`src/rtl/lcb_pkg.sv`:
```
`timescale 1ns/1ps
package lcb_pkg;

    parameter int WORD_W    = 16;
    parameter int LANES     = 3;
    parameter int INSTR_W   = WORD_W * LANES;
    parameter int CS_DEPTH  = 256;
    parameter int CS_AW     = $clog2(CS_DEPTH);
    parameter int PAT_DEPTH = 16;
    parameter int PAT_AW    = $clog2(PAT_DEPTH);
    parameter int LANE_W    = $clog2(LANES);

    typedef logic [WORD_W-1:0]  word_t;
    typedef logic [INSTR_W-1:0] instr_t;
    typedef logic [CS_AW-1:0]   cs_addr_t;

    typedef enum logic [1:0] {
        MODE_BOOT    = 2'd0,
        MODE_ECHO    = 2'd1,
        MODE_PATTERN = 2'd2,
        MODE_HOLD    = 2'd3
    } mode_e;

    // One slot of a holding register: a word plus its occupancy flag.
    typedef struct packed {
        logic  valid;
        word_t data;
    } word_slot_t;

    // Pending control-store write.
    typedef struct packed {
        logic     pend;
        cs_addr_t addr;
        instr_t   data;
    } cs_req_t;

    // Test-pattern word for index k: nibbles {~k, k, ~k, k}.
    function automatic word_t pattern_word(input int unsigned idx);
        logic [3:0] k;
        k = idx[3:0];
        return word_t'({~k, k, ~k, k});
    endfunction

endpackage

```
`src/rtl/lcb_rx_stage.sv`:
```
`timescale 1ns/1ps
module lcb_rx_stage
    import lcb_pkg::*;
(
    input  logic  clk,
    input  logic  rst,
    input  logic  rx_valid,
    input  word_t rx_data,
    input  logic  take,
    output logic  rx_ready,
    output logic  hold_v,
    output word_t hold_word
);

    word_slot_t slot_q;

    // Accept only into an empty slot; the slot is freed when a consumer takes it.
    always_ff @(posedge clk) begin
        if (rst) begin
            slot_q <= '0;
        end else if (rx_valid && !slot_q.valid) begin
            slot_q.valid <= 1'b1;
            slot_q.data  <= rx_data;
        end else if (take) begin
            slot_q.valid <= 1'b0;
        end
    end

    assign rx_ready  = !slot_q.valid;
    assign hold_v    = slot_q.valid;
    assign hold_word = slot_q.data;

endmodule

```
`src/rtl/lcb_packer.sv`:
```
`timescale 1ns/1ps
module lcb_packer
    import lcb_pkg::*;
#(
    parameter int N_LANES = LANES,
    parameter int DEPTH   = CS_DEPTH
) (
    input  logic     clk,
    input  logic     rst,
    input  logic     en,
    input  logic     hold_v,
    input  word_t    hold_word,
    input  logic     cs_busy,
    output logic     take,
    output logic     cs_we,
    output cs_addr_t cs_addr,
    output instr_t   cs_wdata,
    output logic     done
);

    localparam int LW = (N_LANES > 1) ? $clog2(N_LANES) : 1;

    logic [LW-1:0] lane_q;
    word_t         parts_q [N_LANES-1];
    cs_req_t       req_q;
    cs_addr_t      addr_q;
    logic          done_q;
    logic          last_lane;
    logic          wr_accept;
    instr_t        full_instr;

    assign last_lane = (lane_q == LW'(N_LANES - 1));
    assign wr_accept = req_q.pend && !cs_busy;

    // A completing word waits while a previous write is still pending.
    assign take = en && hold_v && (done_q || !last_lane || !req_q.pend);

    // Assemble lanes, first word in the least significant position.
    always_comb begin
        full_instr = '0;
        for (int i = 0; i < N_LANES - 1; i++) begin
            full_instr[i*WORD_W +: WORD_W] = parts_q[i];
        end
        full_instr[(N_LANES-1)*WORD_W +: WORD_W] = hold_word;
    end

    always_ff @(posedge clk) begin
        if (rst) begin
            lane_q <= '0;
            req_q  <= '0;
            addr_q <= '0;
            done_q <= 1'b0;
            for (int i = 0; i < N_LANES - 1; i++) parts_q[i] <= '0;
        end else begin
            if (wr_accept) begin
                req_q.pend <= 1'b0;
                addr_q     <= addr_q + 1'b1;
                if (addr_q == cs_addr_t'(DEPTH - 1)) done_q <= 1'b1;
            end
            if (take && !done_q) begin
                if (last_lane) begin
                    req_q.pend <= 1'b1;
                    req_q.addr <= addr_q;
                    req_q.data <= full_instr;
                    lane_q     <= '0;
                end else begin
                    parts_q[lane_q] <= hold_word;
                    lane_q          <= lane_q + 1'b1;
                end
            end
        end
    end

    assign cs_we    = req_q.pend;
    assign cs_addr  = req_q.addr;
    assign cs_wdata = req_q.data;
    assign done     = done_q;

endmodule

```
`src/rtl/lcb_tx_stage.sv`:
```
`timescale 1ns/1ps
module lcb_tx_stage
    import lcb_pkg::*;
#(
    parameter int ROM_DEPTH = PAT_DEPTH
) (
    input  logic  clk,
    input  logic  rst,
    input  mode_e mode,
    input  logic  hold_v,
    input  word_t hold_word,
    input  logic  tx_ready,
    output logic  take,
    output logic  tx_valid,
    output word_t tx_data
);

    localparam int RW = (ROM_DEPTH > 1) ? $clog2(ROM_DEPTH) : 1;

    word_t      rom [ROM_DEPTH];
    word_slot_t out_q;
    logic [RW-1:0] ptr_q;
    logic       slot_free;
    logic       pat_load;

    for (genvar g = 0; g < ROM_DEPTH; g++) begin : g_rom
        assign rom[g] = pattern_word(g);
    end

    assign slot_free = !out_q.valid || tx_ready;
    assign take      = (mode == MODE_ECHO) && hold_v && slot_free;
    assign pat_load  = (mode == MODE_PATTERN) && slot_free;

    always_ff @(posedge clk) begin
        if (rst) begin
            out_q <= '0;
            ptr_q <= '0;
        end else begin
            if (take) begin
                out_q.valid <= 1'b1;
                out_q.data  <= hold_word;
            end else if (pat_load) begin
                out_q.valid <= 1'b1;
                out_q.data  <= rom[ptr_q];
            end else if (out_q.valid && tx_ready) begin
                out_q.valid <= 1'b0;
            end

            if (mode != MODE_PATTERN) begin
                ptr_q <= '0;
            end else if (pat_load) begin
                ptr_q <= (ptr_q == RW'(ROM_DEPTH - 1)) ? '0 : ptr_q + 1'b1;
            end
        end
    end

    assign tx_valid = out_q.valid;
    assign tx_data  = out_q.data;

endmodule

```
`src/rtl/link_cs_loader.sv`:
```
`timescale 1ns/1ps
module link_cs_loader
    import lcb_pkg::*;
(
    input  logic                clk,
    input  logic                rst,
    input  logic [1:0]          mode_sel,
    input  logic                rx_valid,
    input  logic [WORD_W-1:0]   rx_data,
    output logic                rx_ready,
    output logic                tx_valid,
    output logic [WORD_W-1:0]   tx_data,
    input  logic                tx_ready,
    output logic                cs_we,
    output logic [CS_AW-1:0]    cs_addr,
    output logic [INSTR_W-1:0]  cs_wdata,
    input  logic                cs_busy,
    output logic                boot_done
);

    mode_e mode;
    logic  hold_v;
    word_t hold_word;
    logic  pack_take;
    logic  tx_take;

    assign mode = mode_e'(mode_sel);

    lcb_rx_stage u_rx (
        .clk       (clk),
        .rst       (rst),
        .rx_valid  (rx_valid),
        .rx_data   (rx_data),
        .take      (pack_take | tx_take),
        .rx_ready  (rx_ready),
        .hold_v    (hold_v),
        .hold_word (hold_word)
    );

    lcb_packer #(
        .N_LANES (LANES),
        .DEPTH   (CS_DEPTH)
    ) u_pack (
        .clk       (clk),
        .rst       (rst),
        .en        (mode == MODE_BOOT),
        .hold_v    (hold_v),
        .hold_word (hold_word),
        .cs_busy   (cs_busy),
        .take      (pack_take),
        .cs_we     (cs_we),
        .cs_addr   (cs_addr),
        .cs_wdata  (cs_wdata),
        .done      (boot_done)
    );

    lcb_tx_stage #(
        .ROM_DEPTH (PAT_DEPTH)
    ) u_tx (
        .clk       (clk),
        .rst       (rst),
        .mode      (mode),
        .hold_v    (hold_v),
        .hold_word (hold_word),
        .tx_ready  (tx_ready),
        .take      (tx_take),
        .tx_valid  (tx_valid),
        .tx_data   (tx_data)
    );

endmodule

```
`config.mk`:
```
export PLATFORM = sky130hd
export DESIGN_NAME = link_cs_loader
export DESIGN_NICKNAME = d
export VERILOG_FILES = /design/src/rtl/lcb_pkg.sv /design/src/rtl/lcb_rx_stage.sv /design/src/rtl/lcb_packer.sv /design/src/rtl/lcb_tx_stage.sv /design/src/rtl/link_cs_loader.sv
export SDC_FILE = /design/constraint.sdc
export NUM_CORES = 1
export LEC_CHECK = 0
export ABC_AREA = 0
export ABC_CLOCK_PERIOD_IN_PS = 3050
export BUFFER_PORTS_ARGS = -buffer_cell sky130_fd_sc_hd__buf_2
export CAP_MARGIN = 20
export CORE_MARGIN = 1.5
export CORE_UTILIZATION = 54
export CTS_CLUSTER_SIZE = 12
export DETAILED_ROUTE_END_ITERATION = 16
export GPL_ROUTABILITY_DRIVEN = 1
export PLACE_DENSITY = 0.8
export SLEW_MARGIN = 25
export SYNTH_ARGS = -nofsm -noshare
export SYNTH_HDL_FRONTEND = slang
export SYNTH_SLANG_ARGS = --single-unit
```
`constraint.sdc`:
```
create_clock -name clk -period 3.05 [get_ports clk]
set_clock_uncertainty 0.1 [all_clocks]
set_input_delay 0.1525 -clock clk [delete_from_list [all_inputs] [get_ports clk]]
set_output_delay 0.1525 -clock clk [all_outputs]
set_load 0.02 [all_outputs]
```
* Yosys cells after proc, flatten, opt, wreduce, memory -nomap -nowiden *
Memories as Yosys holds them, arrays and structs flattened.
Index checks and enable logic that the tools add are counted.

word-level totals
  bits in read-only memories = 256
  bits in writable memories = 32
  register bits = 106
  memories = 2
  logic and storage cells = 73

operators by class
  equality and inequality tests = 6
  order comparisons = 1
  bitwise logic cells = 2
  multiplexer cells = 22
  reduce and logical (&&, ||, !) cells = 26
  add/sub/neg operators = 3

memories
  name              words  bits a word  rd ports  clocked after Yosys merged registers in  write ports  RTL line            text
  (name not given)  16     16           1         0                                        0            lcb_tx_stage.sv:44  out_q.data <= rom[ptr_q];
  u_pack.parts_q    2      16           2         0                                        2            lcb_packer.sv:24    word_t parts_q [N_LANES-1];

operator list
  operator                                                  number
  2-to-1 mux 57 bit                                         2
  2-to-1 mux 16 bit                                         4
  2-to-1 mux 17 bit                                         1
  OR reduction 16 bit                                       1
  2-to-1 mux 1 bit                                          13
  logical AND 1 bit                                         9
  adder 8 x 1 -> 8 bit, second input constant               1
  == test 8 bit, second input constant                      1
  logical NOT 1 bit                                         6
  greater-or-equal comparator 5 bit, second input constant  1
  NOT 4 -> 5 bit                                            1
  adder 4 x 1 -> 4 bit, second input constant               1
  == test 2 bit, second input constant                      2
  == test 4 bit, second input constant                      1
  2-to-1 mux 4 bit                                          1
  AND reduction 2 bit                                       2
  nonzero test 2 bit                                        2
  logical OR 1 bit                                          3
  nonzero test 3 bit                                        1
  adder 2 x 1 -> 2 bit, second input constant               1
  == test 2 x 1 -> 1 bit, second input constant             1
  logical NOT 2 bit                                         1
  2-to-1 mux 2 bit                                          1
  != test 2 bit, second input constant                      1
  other kinds (2)                                           2

* Logic depth before layout (Yosys ltp) *
Gate-level depths: netlist of the first run.

  depth in word-level cells = 11
  mapped depth = 7
  mapped depth without buffers = 5

* By module *
Synthesis of the first run repeated with hierarchy kept, for this count alone.

unflattened totals
  cells, all modules = 588
  area total of the unflattened synthesis = 5768.0 um^2

by module, submodules not included
  module          cells an instance  instances  area an instance (um^2)
  lcb_packer      390                1          3921.3
  lcb_tx_stage    120                1          1018.5
  lcb_rx_stage    76                 1          818.3
  link_cs_loader  2                  1          10.0

* Least setup slack after synthesis of the first run *
No wires, ideal clock.

  path kind = register to register
  start point = reg u_pack.done_q, in the netlist u_pack.done
  end point = mem u_pack.parts_q[0][0] in the netlist's numbering, enable pin
  clock period less this slack = 2.293 ns
  cell stages (with the launch flop) = 5
  arrival time = 1.818 ns
  slack = 0.757 ns
  buffers on the path = 1
  cells stage by stage = dfxtp_1 or4b_1 buf_2 or3_1 nand2b_1

RTL lines
  element                   RTL line          text
  start: declaration        lcb_packer.sv:27  logic done_q;
  start signal: assignment  lcb_packer.sv:52  done_q <= 1'b0;
  start signal: assignment  lcb_packer.sv:58  if (addr_q == cs_addr_t'(DEPTH - 1)) done_q <= 1'b1;
  end: declaration          lcb_packer.sv:24

==> flow_summary.yaml, run 1 <==
outcome:
  status: "finished, final reports clean"
grt:
  grt_max_degree: 79
  grt_pass1_vias: 3934
  grt_usage_pct: 24.5
  grt_overflow: 0
  grt_pass1_wl_um: 18800
  antenna_found_initial: 0
sta:
  rsz0062_at_grt: "no"
  fin_crit_sh_pct: 80.2
  tightest_slew_ns: 0.764
  maxSlewHeadroom_pct: 49.1
  maxSlewViolCount: 0
  hold_viol_final: 0
  period_needed_ns: 2.45
  fin_tns_setup_ns: 0
  setup_viol: 0
  fin_ws_ns: 0.602
  max_freq_mhz: 409
drt:
  wl_um: 11800
  routedWlPerCell_um: 14.7
  dr.first_iter.drc_count: 191
  ant_nets: 0
  post-route-drc-count: 0
  dr.pass1.iters: 5
  via_per_inst: 5.24
  vias: 4191
synth:
  synth_area_um2: 5140
  synth_nets: 578
  syn_inst: 553
  ys_seq_area_share_pct: 60.0
  yosysWarnings: 0
  synth_top_flop_cell: "dfxtp_1"
  yosysTopAreaCellShare_pct: 41.3
  yosys.area.top_type: "dfxtp_1"
  synth_cell_types: 39
  synth_enable_flop_cells: 32
  netlist_top_cells_count: "163 x nand2_1, 106 x dfxtp_1, 86 x a21oi_1, 32 x and2_1, 32 x edfxtp_1"
  async_reset_ff_share_pct: 0
  synth_seq_cells: 138
  syn_area_per_cell_um2: 9.29
  synth_area_leaders: "dfxtp_1 41%, edfxtp_1 19%, nand2_1 12%"
  synth_most_common_cell: "nand2_1"
floorplan:
  io_pins: 99
  die_x_um: 101
  start_util_pct: 55.6
  placementRows: 35
  dieArea_um2: 10100
  die_y_um: 101
  coreArea_um2: 9240
critical_path:
  required_ns: 3.10
  cp.arrival_ns: 2.50
  path_max_fanout: 16
  setup.worst_path.class: "reg -> reg"
  crit_path_start_kind: "flop"
  crit_path_end_kind: "flop"
cts:
  tritoncts: "built"
  cts_buffers: 17
  cts_htree_levels: 4
  clockBufferDepth: 2
  cts.sinks: 138
  post-cts-setup-buffer-count: 0
  insertion_delay_ns: 0.52
  cts_root_buf: "clkbuf_8"
  cts_resized: 0
  path_clk_slew_ns: 0.06
cells_and_area:
  antenna_cells: 0
  syn_to_final_growth_pct: 25.3
  nets: 683
  final_layout_size_suffix_gt1_share_pct: 20.9
power:
  p_leak_uw: 0.00258
  p_per_area_nw_per_um2: 642
  peakVddDrop_uv: 415
job:
  maxCapViolCount: 0
worst_hold_path:
  min-delay-path-class: "in -> reg"
place:
  gp_congestion: 0.895
  dp_slack_ns: 0.618
  portBuffers: 98
  hpwl_um: 7370
through the flow:
| step | hold slack (ns) | area [µm²] | cells | util [%] | total power (µW) |
|---|---|---|---|---|---|
| floorplan | 0.188 | 5140 | 553 | - | 2080 |
| global placement | 0.297 | 5660 | 749 | 61.3 | 2140 |
| detailed placement | 0.298 | 5660 | 749 | 61.3 | 2150 |
| CTS | 0.0135 | 6430 | 800 | 69.6 | 4150 |
| global route | 0.0573 | 6430 | 800 | 69.6 | 4250 |
| finish | 0.0338 | 6430 | 800 | 69.6 | 4130 |
registers in the layout, summed over array words and instances (netlist names), 2 cells and up:
| register | cells |
|---|---|
| u_tx.tx_data | 16 |
| u_rx.hold_word | 16 |
| u_pack.addr_q | 8 |
| u_tx.ptr_q | 4 |
| u_pack.cs_wdata | 48 |
| u_pack.cs_addr | 8 |
| u_pack.parts_q | 32 |
| u_pack.lane_q | 2 |
worst paths after layout:
path / from / slack [ns] / end / depth (start not counted)
setup / recovery: u_pack.done$_SDFFE_PP0P_ / 0.60 / u_pack.parts_q[0][9]$_SDFFCE_PN0P_ / 3
hold / removal: rst / 0.03 / u_pack.cs_wdata[46]$_SDFFE_PP0P_ / 2
setup reg to reg: u_pack.done$_SDFFE_PP0P_ / 0.60 / u_pack.parts_q[0][9]$_SDFFCE_PN0P_ / 3
hold reg to reg: u_pack.cs_wdata[3]$_SDFFE_PP0P_ / 0.35 / u_pack.cs_wdata[3]$_SDFFE_PP0P_ / 2
cell usage in the layout (no fill, tap or decap), drive strengths merged, types with 2 or more instances in the layout:
| master | instances |
|---|---|
| nand2 | 163 |
| dfxtp | 106 |
| buf | 103 |
| a21oi | 86 |
| and2 | 32 |
| edfxtp | 32 |
| nor2 | 24 |
| dlygate4sd3 | 19 |
| clkbuf | 18 |
| nor3 | 9 |
| xor2 | 7 |
| a211oi | 6 |
| inv | 6 |
| nand3 | 5 |
| nor2b | 5 |
| or3 | 4 |
| nand2b | 4 |
| o211ai | 4 |
| a311oi | 4 |
| clkinv | 4 |
| clkinvlp | 3 |
| and3 | 2 |
| and4b | 2 |
| a31oi | 2 |
| o21ai | 2 |
| nand4 | 2 |
| ha | 2 |
| bufinv | 2 |
| or4b | 2 |
layout make-up:
type,instances,area (µm²)
well taps,129,161
fillers,714,2810
multi-input cells,378,1890
flip-flops and latches,138,3080
inverters,1,3.75
clock buffers,18,418
clock inverters,14,163
repair buffers,122,718
layer usage:
metal	part of all wire [%]	track usage (%)
met3	6.7	6.03
met1	41	29.7
met2	49	40.6
met5	0	0
met4	2.9	12.6
cell families (layout without fill, tap and decap cells):
family / count (synthesis) / in the layout / share of synthesized area, %
muxes: 1 / 1 / 0.195
and+or+nand+nor: 260 / 260 / 23.0
AOI/OAI and AO/OA: 107 / 107 / 11.5
DFF: 138 / 138 / 60.0
xor gates and xnor gates: 8 / 8 / 1.36
adders and majority gates: 2 / 2 / 0.487
buffers and inverters: 37 / 155 / 3.43
critical path: stages, from the launching register on:
cell and delay, ns:
dfxtp_1 0.33, or4b_1 0.67, or3_1 0.41, nand2b_1 0.56
report_power, final:
part	switching (µW)	internal [µW]
logic	110	66.9
clock network	813	1180
registers	43.9	1910
total	966	3160
what timing repair did:
item / 4_1_cts / 5_1_grt
setup endpoints to repair: 0 / 0
hold endpoints to repair: 22 / 0
hold buffers: 19 / 0
No activity file was read; power rests on OpenSTA's default activity.
==> run 2: changes to the inputs <==
ABC_CLOCK_PERIOD_IN_PS = 2250   (was 3050)
CORE_UTILIZATION = 49   (was 54)
PLACE_DENSITY = 0.77   (was 0.8)
clock period = 2.25 ns   (was 3.05 ns; I/O delays follow)
==> flow_summary.yaml, run 2 (synthesized netlist as in run 1, its figures left out) <==
cts:
  cts_buffers: 17
  insertion_delay_ns: 0.51
  clockBufferDepth: 2
  cts_resized: 0
  cts.sinks: 138
  cts_root_buf: "clkbuf_8"
  cts_htree_levels: 4
  path_clk_slew_ns: 0.07
  tritoncts: "built"
cells_and_area:
  nets: 690
  antenna_cells: 0
  multi_input_area_um2: 1890
  layout_commonest_cell: "nand2_1"
  ff_latch_area_um2: 3080
  stdcell_area_um2: 6550
  final_layout_size_suffix_gt1_share_pct: 21.7
  syn_to_final_growth_pct: 27.5
  nFillCells: 791
  layout_common_cells: "163 x nand2_1, 106 x dfxtp_1, 98 x buf_2"
  largest_reg_flops: 48
  final_util_pct: 64.0
grt:
  grt_overflow: 0
  grt_pass1_wl_um: 19500
  grt_usage_pct: 22.9
  grt_max_degree: 77
  antenna_found_initial: 0
  grt_pass1_vias: 4067
critical_path:
  cp_cell_sequence: "or4b_1, buf_4, nor4b_4, buf_4, nand2_1, a21oi_1"
  path_max_fanout: 27
  cp.arrival_ns: 2.46
  slowest_delay_ns: 0.60
  crit_path_end_kind: "flop"
  cpMostUsedCell: "buf_4"
  setup.worst_path.class: "reg -> reg"
  crit_path_start_kind: "flop"
  worst_path_max_delay_cell: "or4b_1"
  required_ns: 2.58
place:
  gp_congestion: 0.876
  portBuffers: 98
  placed_cell_area_um2: 5720
  hpwl_um: 7890
drt:
  post-route-drc-count: 0
  ant_nets: 0
  vias: 4266
  dr.first_iter.drc_count: 339
  wl_um: 12100
  via_per_inst: 5.24
  routedWlPerCell_um: 14.9
  dr.pass1.iters: 5
floorplan:
  die_x_um: 105
  placementRows: 37
  io_pins: 99
  coreArea_um2: 10200
  dieArea_um2: 11100
  die_y_um: 105
  start_util_pct: 50.2
sta:
  period_needed_ns: 2.13
  maxSlewHeadroom_pct: 48.3
  rsz0062_at_grt: "yes"
  max_freq_mhz: 470
  hold_viol_final: 0
  setup_viol: 0
  fin_crit_sh_pct: 94.5
  maxSlewViolCount: 0
  tightest_slew_ns: 0.772
power:
  p_leak_uw: 0.00264
  peakVddDrop_uv: 482
  p_per_area_nw_per_um2: 891
job:
  maxCapViolCount: 0
worst_hold_path:
  min-delay-path-class: "in -> reg"
outcome:
  status: "finished, final reports clean"
-- run 2: cell count changes in the layout (fill, tap and decap cells not counted), sizes merged --
cell | previous run | this run
clkinv | 4 | 2
inv | 6 | 8
clkinvlp | 3 | 1
buf | 103 | 109
bufinv | 2 | 4
dlygate4sd3 | 19 | 20
-- run 2: final timing paths --
path | from | endpoint | slack (ns) | cells after the start
setup reg to reg | u_pack.done$_SDFFE_PP0P_ | u_pack.cs_wdata[29]$_SDFFE_PP0P_ | 0.12 | 6
setup / recovery | u_pack.done$_SDFFE_PP0P_ | u_pack.cs_wdata[29]$_SDFFE_PP0P_ | 0.12 | 6
hold reg to reg | u_pack.cs_wdata[44]$_SDFFE_PP0P_ | u_pack.cs_wdata[44]$_SDFFE_PP0P_ | 0.35 | 2
hold / removal | rst | u_rx.hold_word[8]$_SDFFE_PP0P_ | 0.03 | 3
-- run 2: layout make-up --
type	count	share of cell area, %
Sequential cell	138	47.1
Multi-Input combinational cell	378	28.9
Timing Repair Buffer	129	11.8
Clock buffer	18	6.38
Clock inverter	14	3.19
Tap cell	136	2.60
Inverter	1	0.0573
-- run 2: through the flow --
step | setup slack (ns) | instances | hold WS [ns] | total power [µW] | TNS (ns)
after floorplan | 0.0132 | 553 | 0.148 | 2820 | 0
after global placement | 0.195 | 762 | 0.256 | 2910 | 0
after detailed placement | 0.134 | 762 | 0.260 | 2920 | 0
after CTS | 0.106 | 814 | 0.0136 | 5850 | 0
after global routing | -0.0262 | 814 | 0.0242 | 6010 | -0.117
final | 0.123 | 814 | 0.0254 | 5840 | 0
-- run 2: timing repair --
action,in CTS,in global routing
buffers inserted,0,0
hold buffers,20,0
endpoints found under the hold margin,30,0
endpoints found under the setup margin,0,9
-- run 2: worst max-delay path, delay by kind of cell (launching register included) --
family                 cells  cell delay (ns)
DFF                        1             0.31
and+or+nand+nor            3             0.94
AOI/OAI and AO/OA          1             0.17
buffers and inverters      2             0.52
-- run 2: report_power, final --
group / total [µW] / leakage, µW / internal (µW) / switching [µW]
registers: 2650 / 0.00119 / 2590 / 59.9
clock network: 2940 / 0.000304 / 1830 / 1110
logic: 245 / 0.00115 / 96.7 / 149
total: 5840 / 0.00264 / 4520 / 1310
-- run 2: metal layers --
layer	GRT usage (%)	part of all wire [%]	vias to the layer above
met5	0	0	-
met4	12.4	3.1	0
met3	6.12	7.0	32
met2	36.6	49	183
met1	28.2	41	1968
li1	-	-	2083
==> run 3: changes to the inputs <==
SETUP_SLACK_MARGIN = 0.15   (was default)
==> flow_summary.yaml, run 3 (synthesized netlist as in run 1, its figures left out) <==
sta:
  maxSlewHeadroom_pct: 39.7
  setup_viol: 0
  fin_tns_setup_ns: 0
  max_freq_mhz: 482
  rsz0062_at_grt: "yes"
  hold_viol_final: 0
  maxSlewViolCount: 0
  fin_crit_sh_pct: 92.1
  fin_ws_ns: 0.177
  tightest_slew_ns: 0.897
  whs_ns: 0.0575
  period_needed_ns: 2.07
outcome:
  status: "finished, final reports clean"
critical_path:
  r2r_start: "u_pack.done$_SDFFE_PP0P_"
  rrSetupSlack_ns: 0.19
  crit_path_start_kind: "input port"
  worst_path_max_delay_cell: "or4b_4"
  r2r-end: "u_pack.cs_wdata[36]$_SDFFE_PP0P_"
  path_max_fanout: 26
  crit_path_end_kind: "flop"
  reg2regPathDepth: 6
  cp_cell_sequence: "dlygate4sd3_1, buf_2, or4b_4, buf_4, nor4b_4, buf_6, nand2_1, a21oi_1"
  setup.worst_path.class: "in -> reg"
  slowest_delay_ns: 0.61
  cp.arrival_ns: 2.41
  required_ns: 2.59
cells_and_area:
  syn_to_final_growth_pct: 28.3
  final_layout_size_suffix_gt1_share_pct: 22.0
  nFillCells: 834
  nets: 698
  final_util_pct: 64.4
  layout_commonest_cell: "nand2_1"
  antenna_cells: 0
  largest_reg_flops: 48
  layout_common_cells: "163 x nand2_1, 105 x dfxtp_1, 97 x buf_2"
  stdcell_area_um2: 6590
drt:
  routedWlPerCell_um: 15.6
  dr.pass1.iters: 7
  dr.first_iter.drc_count: 257
  wl_um: 12900
  post-route-drc-count: 0
  vias: 4430
  via_per_inst: 5.39
  ant_nets: 0
cts:
  clockBufferDepth: 2
  cts_buffers: 17
  cts_root_buf: "clkbuf_8"
  tritoncts: "built"
  cts.sinks: 138
  insertion_delay_ns: 0.52
  cts_htree_levels: 4
  path_clk_slew_ns: 0.07
job:
  maxCapViolCount: 0
worst_hold_path:
  min-delay-path-class: "in -> reg"
  whs_path_depth: 5
  min_from: "rx_valid"
  hold_end: "u_rx.hold_word[10]$_SDFFE_PP0P_"
floorplan:
  dieArea_um2: 11100
  die_x_um: 105
  die_y_um: 105
  placementRows: 37
  start_util_pct: 50.2
  io_pins: 99
  coreArea_um2: 10200
grt:
  grt_pass1_wl_um: 19800
  antenna_found_initial: 0
  grt_max_degree: 41
  grt_usage_pct: 23.2
  grt_overflow: 0
  grt_pass1_vias: 4002
place:
  placed_cell_area_um2: 5730
  portBuffers: 98
  gp_congestion: 0.870
  hpwl_um: 7720
  dp_slack_ns: 0.0309
power:
  p_per_area_nw_per_um2: 830
  peakVddDrop_uv: 438
  p_leak_uw: 0.00265
==> run 3: final cells by class <==
cell class	count	area (µm²)	share of cell area, %
Multi-Input combinational cell	380	1940	29.4
Timing Repair Buffer	135	847	12.9
Clock inverter	15	131	1.99
Clock buffer	17	414	6.29
Inverter	1	3.75	0.0570
Sequential cell	138	3080	46.8
Tap cell	136	170	2.58
==> run 3: worst max-delay path by stage <==
stage / startpoint / to / slack [ns]
after detailed placement: u_pack.done$_SDFFE_PP0P_ / u_pack.cs_wdata[44]$_SDFFE_PP0P_ / 0.03
after global placement: u_pack.done$_SDFFE_PP0P_ / u_pack.cs_wdata[22]$_SDFFE_PP0P_ / 0.12
after floorplan: u_pack.done$_SDFFE_PP0P_ / u_pack.cs_wdata[29]$_SDFFE_PP0P_ / 0.18
after CTS: u_pack.done$_SDFFE_PP0P_ / u_pack.parts_q[0][12]$_SDFFCE_PN0P_ / 0.20
after global routing: u_pack.done$_SDFFE_PP0P_ / u_pack.cs_wdata[36]$_SDFFE_PP0P_ / 0.11
final: mode_sel[0] / u_pack.cs_wdata[36]$_SDFFE_PP0P_ / 0.18
==> run 3: report_power, final <==
part           internal (µW)  switching [µW]
Sequential              2590            61.5
Clock                   1390            1160
Combinational            108             153
Total                   4100            1370
==> run 3: metrics by stage <==
step                      power [µW]  instances
final                           5470        822
after detailed placement        2920        762
after floorplan                 2820        553
after global placement          2920        762
after CTS                       5470        822
after global routing            5600        822
==> run 3: repair_timing <==
item | CTS | global route
gates cloned | 2 | 0
gates resized for setup | 5 | 3
hold buffers | 26 | 0
endpoints found under the hold margin | 48 | 0
pin swaps | 2 | 0
setup endpoints to repair | 61 | 40
buffers inserted | 0 | 0
==> run 3: worst max-delay path: cells and delay by family <==
kind	cells	cell delay (ns)
buffers and inverters	4	1.15
AOI/OAI and AO/OA	1	0.17
and+or+nand+nor	3	0.99
==> run 3: per-layer routing <==
layer	track usage, %	up-vias	wire length [µm]
li1	-	2108	-
met1	28.7	2084	5420
met2	38.3	207	6160
met3	5.38	31	940
met4	10.8	0	341
met5	0	-	0
